==> config.mk <==
export PLATFORM = sky130hd
export DESIGN_NAME = cfo_coarse_est
export DESIGN_NICKNAME = d
export VERILOG_FILES = /design/src/rtl/cfo_pkg.sv /design/src/rtl/cfo_diff_prod.sv /design/src/rtl/cfo_phase_accum.sv /design/src/rtl/cfo_cordic_vec.sv /design/src/rtl/cfo_coarse_est.sv
export SDC_FILE = /design/constraint.sdc
export NUM_CORES = 2
export LEC_CHECK = 0
export ABC_AREA = 1
export BUFFER_PORTS_ARGS = -buffer_cell sky130_fd_sc_hd__buf_4
export CORE_AREA = 2 2 345 347
export CTS_BUF_LIST = sky130_fd_sc_hd__clkbuf_4 sky130_fd_sc_hd__clkbuf_8
export DETAILED_ROUTE_END_ITERATION = 10
export DIE_AREA = 0 0 347 349
export PLACE_DENSITY = 0.58
export SYNTH_ARGS = -nofsm -noshare
export SYNTH_HDL_FRONTEND = slang
export SYNTH_HIERARCHICAL = 1
export SYNTH_SLANG_ARGS = --single-unit
export TNS_END_PERCENT = 20
==> constraint.sdc <==
create_clock -name clk -period 7.8 [get_ports clk]
set_input_delay 1.17 -clock clk [delete_from_list [all_inputs] [get_ports clk]]
set_output_delay 1.17 -clock clk [all_outputs]
set_load 0.02 [all_outputs]
==> src/rtl/cfo_pkg.sv <==
package cfo_pkg;

    typedef enum logic [2:0] {
        ST_IDLE,
        ST_REF,
        ST_ACC,
        ST_ALIGN,
        ST_ITER,
        ST_OUT
    } cfo_state_e;

    // atan(2^-k) as a fraction of a full turn, scaled to 2^32
    function automatic logic [31:0] atan_turn32(input int k);
        case (k)
            0:  return 32'd536870912;
            1:  return 32'd316933406;
            2:  return 32'd167458907;
            3:  return 32'd85004756;
            4:  return 32'd42667331;
            5:  return 32'd21354465;
            6:  return 32'd10679838;
            7:  return 32'd5340245;
            8:  return 32'd2670163;
            9:  return 32'd1335087;
            10: return 32'd667544;
            11: return 32'd333772;
            12: return 32'd166886;
            13: return 32'd83443;
            14: return 32'd41722;
            15: return 32'd20861;
            default: return 32'd0;
        endcase
    endfunction

endpackage

==> src/rtl/cfo_diff_prod.sv <==
module cfo_diff_prod #(
    parameter int IN_W = 12
) (
    input  logic                           clk,
    input  logic                           rst_n,
    input  logic                           take,
    input  logic signed [IN_W-1:0]         cur_i,
    input  logic signed [IN_W-1:0]         cur_q,
    output logic signed [2*IN_W:0]         prod_re,
    output logic signed [2*IN_W:0]         prod_im
);
    localparam int PROD_W = 2 * IN_W + 1;

    logic signed [IN_W-1:0]   prv_i_q;
    logic signed [IN_W-1:0]   prv_q_q;
    logic signed [PROD_W-1:0] ci, cq, pi, pq;

    always_ff @(posedge clk) begin
        if (!rst_n) begin
            prv_i_q <= '0;
            prv_q_q <= '0;
        end else if (take) begin
            prv_i_q <= cur_i;
            prv_q_q <= cur_q;
        end
    end

    assign ci = PROD_W'(cur_i);
    assign cq = PROD_W'(cur_q);
    assign pi = PROD_W'(prv_i_q);
    assign pq = PROD_W'(prv_q_q);

    // current sample times conjugate of the stored one
    assign prod_re = ci * pi + cq * pq;
    assign prod_im = cq * pi - ci * pq;

endmodule

==> src/rtl/cfo_phase_accum.sv <==
module cfo_phase_accum #(
    parameter int PROD_W   = 25,
    parameter int LOG2_WIN = 6
) (
    input  logic                     clk,
    input  logic                     rst_n,
    input  logic                     clr,
    input  logic                     add,
    input  logic signed [PROD_W-1:0] prod_re,
    input  logic signed [PROD_W-1:0] prod_im,
    output logic signed [PROD_W-1:0] avg_re,
    output logic signed [PROD_W-1:0] avg_im,
    output logic                     last
);
    localparam int ACC_W = PROD_W + LOG2_WIN;

    logic signed [ACC_W-1:0] sum_re_q;
    logic signed [ACC_W-1:0] sum_im_q;
    logic [LOG2_WIN-1:0]     cnt_q;

    always_ff @(posedge clk) begin
        if (!rst_n || clr) begin
            sum_re_q <= '0;
            sum_im_q <= '0;
            cnt_q    <= '0;
        end else if (add) begin
            sum_re_q <= sum_re_q + ACC_W'(prod_re);
            sum_im_q <= sum_im_q + ACC_W'(prod_im);
            cnt_q    <= cnt_q + 1'b1;
        end
    end

    assign last   = (cnt_q == {LOG2_WIN{1'b1}});
    // power-of-two window: the mean is a plain arithmetic shift
    assign avg_re = PROD_W'(sum_re_q >>> LOG2_WIN);
    assign avg_im = PROD_W'(sum_im_q >>> LOG2_WIN);

endmodule

==> src/rtl/cfo_cordic_vec.sv <==
module cfo_cordic_vec #(
    parameter int VW    = 27,
    parameter int ANG_W = 16,
    parameter int ITER  = 16
) (
    input  logic                 clk,
    input  logic                 rst_n,
    input  logic                 load,
    input  logic                 step,
    input  logic signed [VW-1:0] x_in,
    input  logic signed [VW-1:0] y_in,
    output logic [ANG_W-1:0]     angle,
    output logic                 last
);
    localparam int IW = (ITER > 1) ? $clog2(ITER) : 1;
    localparam logic [ANG_W-1:0] QUARTER = ANG_W'(1) << (ANG_W - 2);

    logic [ANG_W-1:0]     lut [ITER];
    logic signed [VW-1:0] x_q, y_q;
    logic [ANG_W-1:0]     z_q;
    logic [IW-1:0]        idx_q;
    logic                 armed_q;

    genvar g;
    generate
        for (g = 0; g < ITER; g++) begin : g_lut
            localparam logic [31:0] A32 = cfo_pkg::atan_turn32(g);
            assign lut[g] = ANG_W'((A32 + (32'd1 << (31 - ANG_W))) >> (32 - ANG_W));
        end
    endgenerate

    assign last  = step && (idx_q == IW'(ITER - 1));
    assign angle = z_q;

    always_ff @(posedge clk) begin
        if (!rst_n) begin
            x_q     <= '0;
            y_q     <= '0;
            z_q     <= '0;
            idx_q   <= '0;
            armed_q <= 1'b0;
        end else if (load) begin
            idx_q   <= '0;
            armed_q <= 1'b1;
            if (x_in[VW-1]) begin
                if (!y_in[VW-1]) begin
                    x_q <= y_in;
                    y_q <= -x_in;
                    z_q <= QUARTER;
                end else begin
                    x_q <= -y_in;
                    y_q <= x_in;
                    z_q <= ANG_W'(0) - QUARTER;
                end
            end else begin
                x_q <= x_in;
                y_q <= y_in;
                z_q <= '0;
            end
        end else if (step) begin
            if (!y_q[VW-1]) begin
                x_q <= x_q + (y_q >>> idx_q);
                y_q <= y_q - (x_q >>> idx_q);
                z_q <= z_q + lut[idx_q];
            end else begin
                x_q <= x_q - (y_q >>> idx_q);
                y_q <= y_q + (x_q >>> idx_q);
                z_q <= z_q - lut[idx_q];
            end
            idx_q <= idx_q + 1'b1;
            if (last) armed_q <= 1'b0;
        end
    end

    AST_STEP_ARMED: assert property (@(posedge clk) disable iff (!rst_n)
        step |-> armed_q);

endmodule

==> src/rtl/cfo_coarse_est.sv <==
module cfo_coarse_est #(
    parameter int IN_W     = 12,
    parameter int LOG2_WIN = 6,
    parameter int ANG_W    = 16,
    parameter int ITER     = 16
) (
    input  logic                    clk,
    input  logic                    rst_n,
    input  logic                    start,
    input  logic                    in_valid,
    input  logic signed [IN_W-1:0]  in_i,
    input  logic signed [IN_W-1:0]  in_q,
    output logic signed [ANG_W-1:0] freq_word,
    output logic                    done
);
    import cfo_pkg::*;

    localparam int PROD_W = 2 * IN_W + 1;
    localparam int CW     = PROD_W + 2;

    cfo_state_e state, nxt;

    logic                     take, acc_add, acc_last;
    logic signed [PROD_W-1:0] prod_re, prod_im, avg_re, avg_im;
    logic [ANG_W-1:0]         cordic_ang;
    logic                     cordic_last;
    logic                     zero_q, done_q;
    logic signed [ANG_W-1:0]  word_q;

    assign take    = in_valid && !start && (state == ST_REF || state == ST_ACC);
    assign acc_add = in_valid && !start && (state == ST_ACC);

    cfo_diff_prod #(.IN_W(IN_W)) u_prod (
        .clk     (clk),
        .rst_n   (rst_n),
        .take    (take),
        .cur_i   (in_i),
        .cur_q   (in_q),
        .prod_re (prod_re),
        .prod_im (prod_im)
    );

    cfo_phase_accum #(.PROD_W(PROD_W), .LOG2_WIN(LOG2_WIN)) u_acc (
        .clk     (clk),
        .rst_n   (rst_n),
        .clr     (start),
        .add     (acc_add),
        .prod_re (prod_re),
        .prod_im (prod_im),
        .avg_re  (avg_re),
        .avg_im  (avg_im),
        .last    (acc_last)
    );

    cfo_cordic_vec #(.VW(CW), .ANG_W(ANG_W), .ITER(ITER)) u_cordic (
        .clk   (clk),
        .rst_n (rst_n),
        .load  (state == ST_ALIGN),
        .step  (state == ST_ITER),
        .x_in  (CW'(avg_re)),
        .y_in  (CW'(avg_im)),
        .angle (cordic_ang),
        .last  (cordic_last)
    );

    // state register
    always_ff @(posedge clk) begin
        if (!rst_n) state <= ST_IDLE;
        else        state <= nxt;
    end

    always_comb begin
        nxt = state;
        if (start) begin
            nxt = ST_REF;
        end else begin
            unique case (state)
                ST_IDLE:  nxt = ST_IDLE;
                ST_REF:   if (in_valid) nxt = ST_ACC;
                ST_ACC:   if (in_valid && acc_last) nxt = ST_ALIGN;
                ST_ALIGN: nxt = ST_ITER;
                ST_ITER:  if (cordic_last) nxt = ST_OUT;
                ST_OUT:   nxt = ST_IDLE;
                default:  nxt = ST_IDLE;
            endcase
        end
    end

    // outputs
    always_ff @(posedge clk) begin
        if (!rst_n) begin
            word_q <= '0;
            done_q <= 1'b0;
            zero_q <= 1'b0;
        end else begin
            done_q <= (state == ST_OUT);
            if (state == ST_ALIGN)
                zero_q <= (avg_re == '0) && (avg_im == '0);
            if (state == ST_OUT)
                word_q <= zero_q ? '0 : $signed(ANG_W'(0) - cordic_ang);
        end
    end

    assign freq_word = word_q;
    assign done      = done_q;

    AST_DONE_PULSE: assert property (@(posedge clk) disable iff (!rst_n)
        done |=> !done);
    AST_WORD_STABLE: assert property (@(posedge clk) disable iff (!rst_n)
        !done |-> $stable(freq_word));
    AST_DONE_AFTER_ITER: assert property (@(posedge clk) disable iff (!rst_n)
        $rose(done) |-> $past(state == ST_ITER, 2));
    AST_HOLD_INVALID: assert property (@(posedge clk) disable iff (!rst_n)
        (state == ST_ACC && !in_valid && !start) |=> ($stable(avg_re) && $stable(avg_im)));

endmodule

# Word-level counts from Yosys, hierarchy flattened

Memories as Yosys holds them, arrays and structs flattened.
Index checks and enable logic that the tools add are counted.

Register bits: 187
Input port bits: 28
Memory bits (read-only): 256
Word-level logic and storage cells: 92
Memories kept: 1
Output and inout bits: 17

Shifts and indexed selects: 2
Add/sub/neg operators: 15
$lt $le $gt $ge: 1
Muxes and demuxes: 23
Eq/ne operators: 13
Bitwise logic cells: 2
Reduce and logical (&&, ||, !) cells: 17
Multipliers: 4

Memories:

| memory          | depth | width | rd ports | clocked after memory_dff | write ports | line                 | text |
|---|---|---|---|---|---|---|---|
| (no name shown) | 16    | 16    | 1        | 0                        | 0           | cfo_cordic_vec.sv:68 | `z_q <= z_q - lut[idx_q];` |

Operators with widths:

| kind                                                 | count |
|---|---|
| two-way mux 27 bit                                   | 10 |
| two-way mux 16 bit                                   | 8 |
| multiplier 12 x 12 -> 24 bit                         | 4 |
| adder 31 x 25 -> 31 bit                              | 2 |
| adder 27 bit                                         | 2 |
| negation 25 -> 27 bit                                | 2 |
| >>> shifter 27 x 4 -> 27 bit                         | 2 |
| subtractor 27 bit                                    | 2 |
| logical NOT 25 bit                                   | 2 |
| adder 24 x 24 -> 25 bit                              | 1 |
| subtractor 24 x 24 -> 25 bit                         | 1 |
| adder 16 bit                                         | 1 |
| subtractor 1 x 16 -> 16 bit (first input constant)   | 1 |
| subtractor 16 bit                                    | 1 |
| one-hot mux 3 bit (4 select lines)                   | 1 |
| two-way mux 3 bit                                    | 3 |
| adder 6 x 1 -> 6 bit (second input constant)         | 1 |
| equality test 3 x 2 -> 1 bit (second input constant) | 2 |
| equality test 3 bit (second input constant)          | 2 |
| equality test 6 bit (second input constant)          | 1 |
| logical AND 1 bit                                    | 6 |
| != test 3 bit (second input constant)                | 2 |
| AND reduction 3 bit                                  | 2 |
| >= comparator 5 bit (second input constant)          | 1 |
| 13 further kinds                                     | 17 |

# Longest topological paths before layout

Depth in word-level cells: 8
Gate-level depth with buffers: 44
Depth with buffers taken out: 42

# Modules after synthesis

Netlist, hierarchy kept.

By module, submodules not included:

| module          | sequential area each (um^2) | area each (um^2) | instances | cells each |
|---|---|---|---|---|
| cfo_diff_prod   | 480.5                       | 24,967.7         | 1         | 3,114 |
| cfo_cordic_vec  | 1,481.4                     | 12,704.7         | 1         | 2,249 |
| cfo_phase_accum | 1,361.3                     | 7,546.0          | 1         | 1,363 |
| cfo_coarse_est  | 420.4                       | 1,458.9          | 1         | 242 |

# Least setup slack after synthesis

Ideal clock, no wire load.

Path kind: input -> register
From: input in_i[11]
To: register u_acc.sum_im_q[30]
Data arrival time: 8.024 ns
Path slack: -0.333 ns
Path buffers: 2
Setup time: 0.109 ns
Required time: 7.691 ns
Cell stages on the path: 35
Cells stage by stage: clkbuf_2 -> buf_1 -> nand2_1 -> inv_1 -> fa_1 -> fa_1 -> inv_1 -> fa_1 -> fa_1 -> fa_1 -> fa_1 -> inv_1 -> fa_1 -> inv_1 -> ha_1 -> a21oi_1 -> a21boi_0 -> nand2_1 -> nand2_1 -> nand2_1 -> nor2_1 -> inv_1 -> nand2_1 -> nand2_1 -> ha_1 -> a21oi_1 -> nand2_1 -> nand2_1 -> nand2_1 -> a21oi_1 -> nand2_1 -> nand2_1 -> nand3_1 -> nand2_1 -> inv_1

Word-level cells in the longest chain between the ends: 3

Ends and longest elaborated chain:

| item                         | line                  | text |
|---|---|---|
| from (decl)                  | cfo_coarse_est.sv:11  | `input logic signed [IN_W-1:0] in_i,` |
| multiplier 12 x 12 -> 24 bit | cfo_diff_prod.sv:35   | `assign prod_im = cq * pi - ci * pq;` |
| subtractor 24 x 24 -> 25 bit | cfo_diff_prod.sv:35   |  |
| net prod_im[24]              | cfo_coarse_est.sv:24  | `logic signed [PROD_W-1:0] prod_re, prod_im, avg_re, avg_im;` |
| adder 31 x 25 -> 31 bit      | cfo_phase_accum.sv:28 | `sum_im_q <= sum_im_q + ACC_W'(prod_im);` |
| to (signal assigned)         | cfo_phase_accum.sv:28 |  |
| to (decl)                    | cfo_phase_accum.sv:18 | `logic signed [ACC_W-1:0] sum_im_q;` |

The timed path passes the listed nets, and every way through them passes these cells.
A chain may end at the register's enable or synchronous reset.

# Worst setup path after layout

From: input in_i[11]
To: register u_acc.sum_im_q[27]

The elaborated chain is that of the path after synthesis.

==> metrics.txt <==
# H-tree levels=4; dpl hpwl=122000 microns; Mapped Area=between 40000 and 50000 sq um; family with the most delay on the worst path=adder cells; Num CTS Buffers=17; initial antenna violation count=1; EDFF count, synth=0; Clk network pwr share=0.035; Post-synth top flop=dfxtp_1; pre-CTS setup slack=-0.679 ns; Setup Viol. Count Final=0; Synth cell types=slightly above 70; Crit-path slowest cell=fa_1; final hold vios=0; Clock Latency Late Sink=0.62 ns; syn_nets=7985; Reg clk slew, reported paths=0.13 ns; crit-path max FO=8; antenna viol nets, final=0; Avg WL per Cell=approximately 17 microns; Adder-Cell Fraction of Synth Area=0.371; Crit Path Class=in -> reg; CTS sink count=between 150 and 200; largest cells by area after synthesis=fa_1 (28%), nand2_1 (14%), inv_1 (13%), ha_1 (8.9%), dfxtp_1 (8.0%); WHS Path Cells=2; FF-to-FF End=u_acc/sum_im_q[23]; RSZ-0062 raised after global routing=yes; width of the chip=347 microns; DR iter-0 viols=about 3700; CTS root buffer=clkbuf_8; die area=121000 sq um; Max Slew Vio Count=0; Flop pwr share=0.047; Slew Limit Headroom=0.355; DR DRC count=0; core area=117000 sq um; Worst Hold Launch=freq_word[10]; Peak VDD IR=slightly below 0.7 mV; Worst path max stage delay=0.60 ns; Post-Syn Instances=around 7000; Register-to-Register Path Depth=32; height of the die=349 microns; largest family of logic cells by synthesized area=adder cells; flops & latches, synth=between 150 and 200; CP Launch Type=primary input; Buf/Inv on CP=11; routed via count=approximately 44000; number of max-cap violations=0; Worst Skew=between 0.03 and 0.04 ns; Total GRT Usage=0.246; Yosys top cell area share=0.281; most used cell, CP=nand2_1; power density over cell area=411 nW/um^2; setup TNS=0 ns; Via density=5.02; Synth warnings=6; hold_ws=roughly 0.48 ns; reg2reg setup slack=0.37 ns; Starting Density=0.397; gpl congestion=0.963; 1st-pass router iterations=11; largest area contributor in the netlist=fa_1; Non-Filler Instances=8715; period utilization=0.969; synth-to-layout area growth=12.0%; mux cell area share after synthesis=0; sequential area share after synthesis=0.0802; Filler cells=12300; Synth Area in Compound Gates=0.0944; largest net degree at the start of global routing=71; sw frac=0.542; Final Cell Area=52300 sq um; Port Buf Inserts=44; WP data arrival=8.08 ns; Synth Area in XOR/XNOR=0.0291; Clock Path Buffers=2; share of layout cells above drive strength 1=0.122; first-pass GRT wire length=~240000 microns; global route total overflow=0; Slew @ Worst Pin=0.967 ns; Crit. End Element=register; Async S/R FF share, synth=0; Mapped Avg Cell Area=6.70 sq um; fmax=132 MHz; Endpoint, Worst Hold=freq_word[10]; cts hold-fix bufs=0; dpl cell area=roughly 50000 sq um; switching pwr=~12 mW; row count=about 130; status=complete, no violations; TritonCTS clock tree=yes; I/O pin total=45; worst r2r src=u_prod/prv_q_q[9]; setup ws final=0.240 ns; minimum clock period=7.56 ns; post-synthesis simple-gate area fraction=0.264; placed instance count=8671; Pleak=slightly below 30 nW; WL final=148000 microns; internal power=9.84 mW; Hold Crit Class=reg -> reg; Critical Path RT=roughly 8.3 ns; nets@finish=8182; vias in the first global route=between 40000 and 50000; Comb pwr share=0.918
flip-flops by register name, indices dropped and copies added, names as in the netlist:
register        flops
u_acc/sum_im_q     31
u_acc/sum_re_q     31
u_cordic/x_q       27
u_cordic/y_q       27
freq_word          16
u_cordic/angle     16
u_prod/prv_i_q     12
u_prod/prv_q_q     12
u_acc/cnt_q         6
u_cordic/idx_q      4
state               3
done                1
zero_q              1
layer usage:
metal | global-route usage | wire (microns) | vias to the layer above
met2 | 0.405 | 67600 | 1368
met3 | 0.0301 | 9810 | 186
li1 | - | - | 21400
met4 | 0.0657 | 4150 | 0
met1 | 0.342 | 66500 | 20800
met5 | 0 | 0 | -
per-stage QoR:
stage               power (mW)   util
CTS                       18.9  0.437
global route              23.5  0.445
detailed placement        18.0  0.433
finish                    21.5  0.445
global placement          17.9  0.433
floorplan                 10.4      -
power groups by stage:
stage | Sequential, mW | Combinational [mW] | Clock, mW
floorplan | 1.01 | 9.40 | 0
detailed placement | 1.03 | 16.9 | 0
finish | 1.01 | 19.8 | 0.747
CTS | 1.01 | 17.1 | 0.776
global route | 1.01 | 21.7 | 0.802
global placement | 1.03 | 16.9 | 0
final cells by class:
| cell class | count | area [sq um] | area share |
|---|---|---|---|
| Inverter | 1584 | 5960 | 0.114 |
| Clock inverter | 15 | 170 | 0.00325 |
| Multi-Input combinational cell | 4880 | 36300 | 0.694 |
| Clock buffer | 17 | 234 | 0.00448 |
| Sequential cell | 187 | 3750 | 0.0718 |
| Antenna cell | 1 | 2.50 | 0.0000479 |
| Timing Repair Buffer | 495 | 3980 | 0.0761 |
| Tap cell | 1536 | 1920 | 0.0368 |
how the worst max path moves through the flow:
stage / depth (start not counted) / endpoint / from / slack (ns)
after floorplan: 35 / u_acc/sum_im_q[30] / in_q[11] / 0.006
after global placement: 38 / u_acc/sum_re_q[25] / in_i[11] / -0.65
after detailed placement: 38 / u_acc/sum_re_q[25] / in_i[11] / -0.68
after CTS: 36 / u_acc/sum_im_q[30] / in_q[11] / 0.03
after global routing: 37 / u_acc/sum_im_q[17] / in_i[11] / -0.07
final: 37 / u_acc/sum_im_q[27] / in_i[11] / 0.24
kinds of logic after synthesis:
logic type / after synthesis
adder cells (fa/ha/maj): 989
buffers and inverters: 1901
AND/OR/NAND/NOR: 2957
XOR/XNOR: 155
flip-flops: 187
AO/OA/AOI/OAI: 779
synthesized netlist by cell type (all sizes together), types with 42 or more instances:
master and count:
dfxtp 187, nand2 1808, buf 116, nor2 587, a21oi 315, nor3 42
fa 656, xnor2 45, xor2 110, inv 1580, ha 333, o21ai 302
nand3 417, clkbuf 199
repair_timing:
item,4_1_cts,5_1_grt
gates resized for setup,2,213
endpoints found under the setup margin,3,34
pin swaps,0,47
cloned,0,0
setup buffers,0,11
layout by cell type, fill, tap and decap left out, types with 18 or more instances in the layout:
master | synthesis | routed
nand4_1 | 38 | 38
a21o_1 | 18 | 18
nor3_1 | 37 | 33
buf_4 | 56 | 466
inv_1 | 1564 | 1550
nor2_1 | 560 | 531
xor2_1 | 110 | 103
nand3_2 | 22 | 24
xnor2_1 | 45 | 44
a21oi_1 | 303 | 274
fa_1 | 656 | 642
inv_2 | 15 | 27
or2_2 | 19 | 19
nand3_1 | 394 | 392
dfxtp_1 | 187 | 179
ha_1 | 333 | 298
a21oi_2 | 11 | 40
nor2_2 | 23 | 49
nand2_1 | 1766 | 1732
o21ai_1 | 23 | 33
o211ai_1 | 33 | 33
ha_4 | 0 | 27
nand2_2 | 41 | 73
a31oi_1 | 33 | 32
o21ai_0 | 270 | 258
worst register-to-register path, delay by kind of cell (launching register included):
kind / cells / cell delay (ns)
simple gates: 14 / 1.38
compound gates: 1 / 0.15
flops: 1 / 0.67
buf+inv: 7 / 0.77
fa+ha+maj: 9 / 4.16
xor+xnor: 1 / 0.23
No activity file was read; power rests on OpenSTA's default activity.
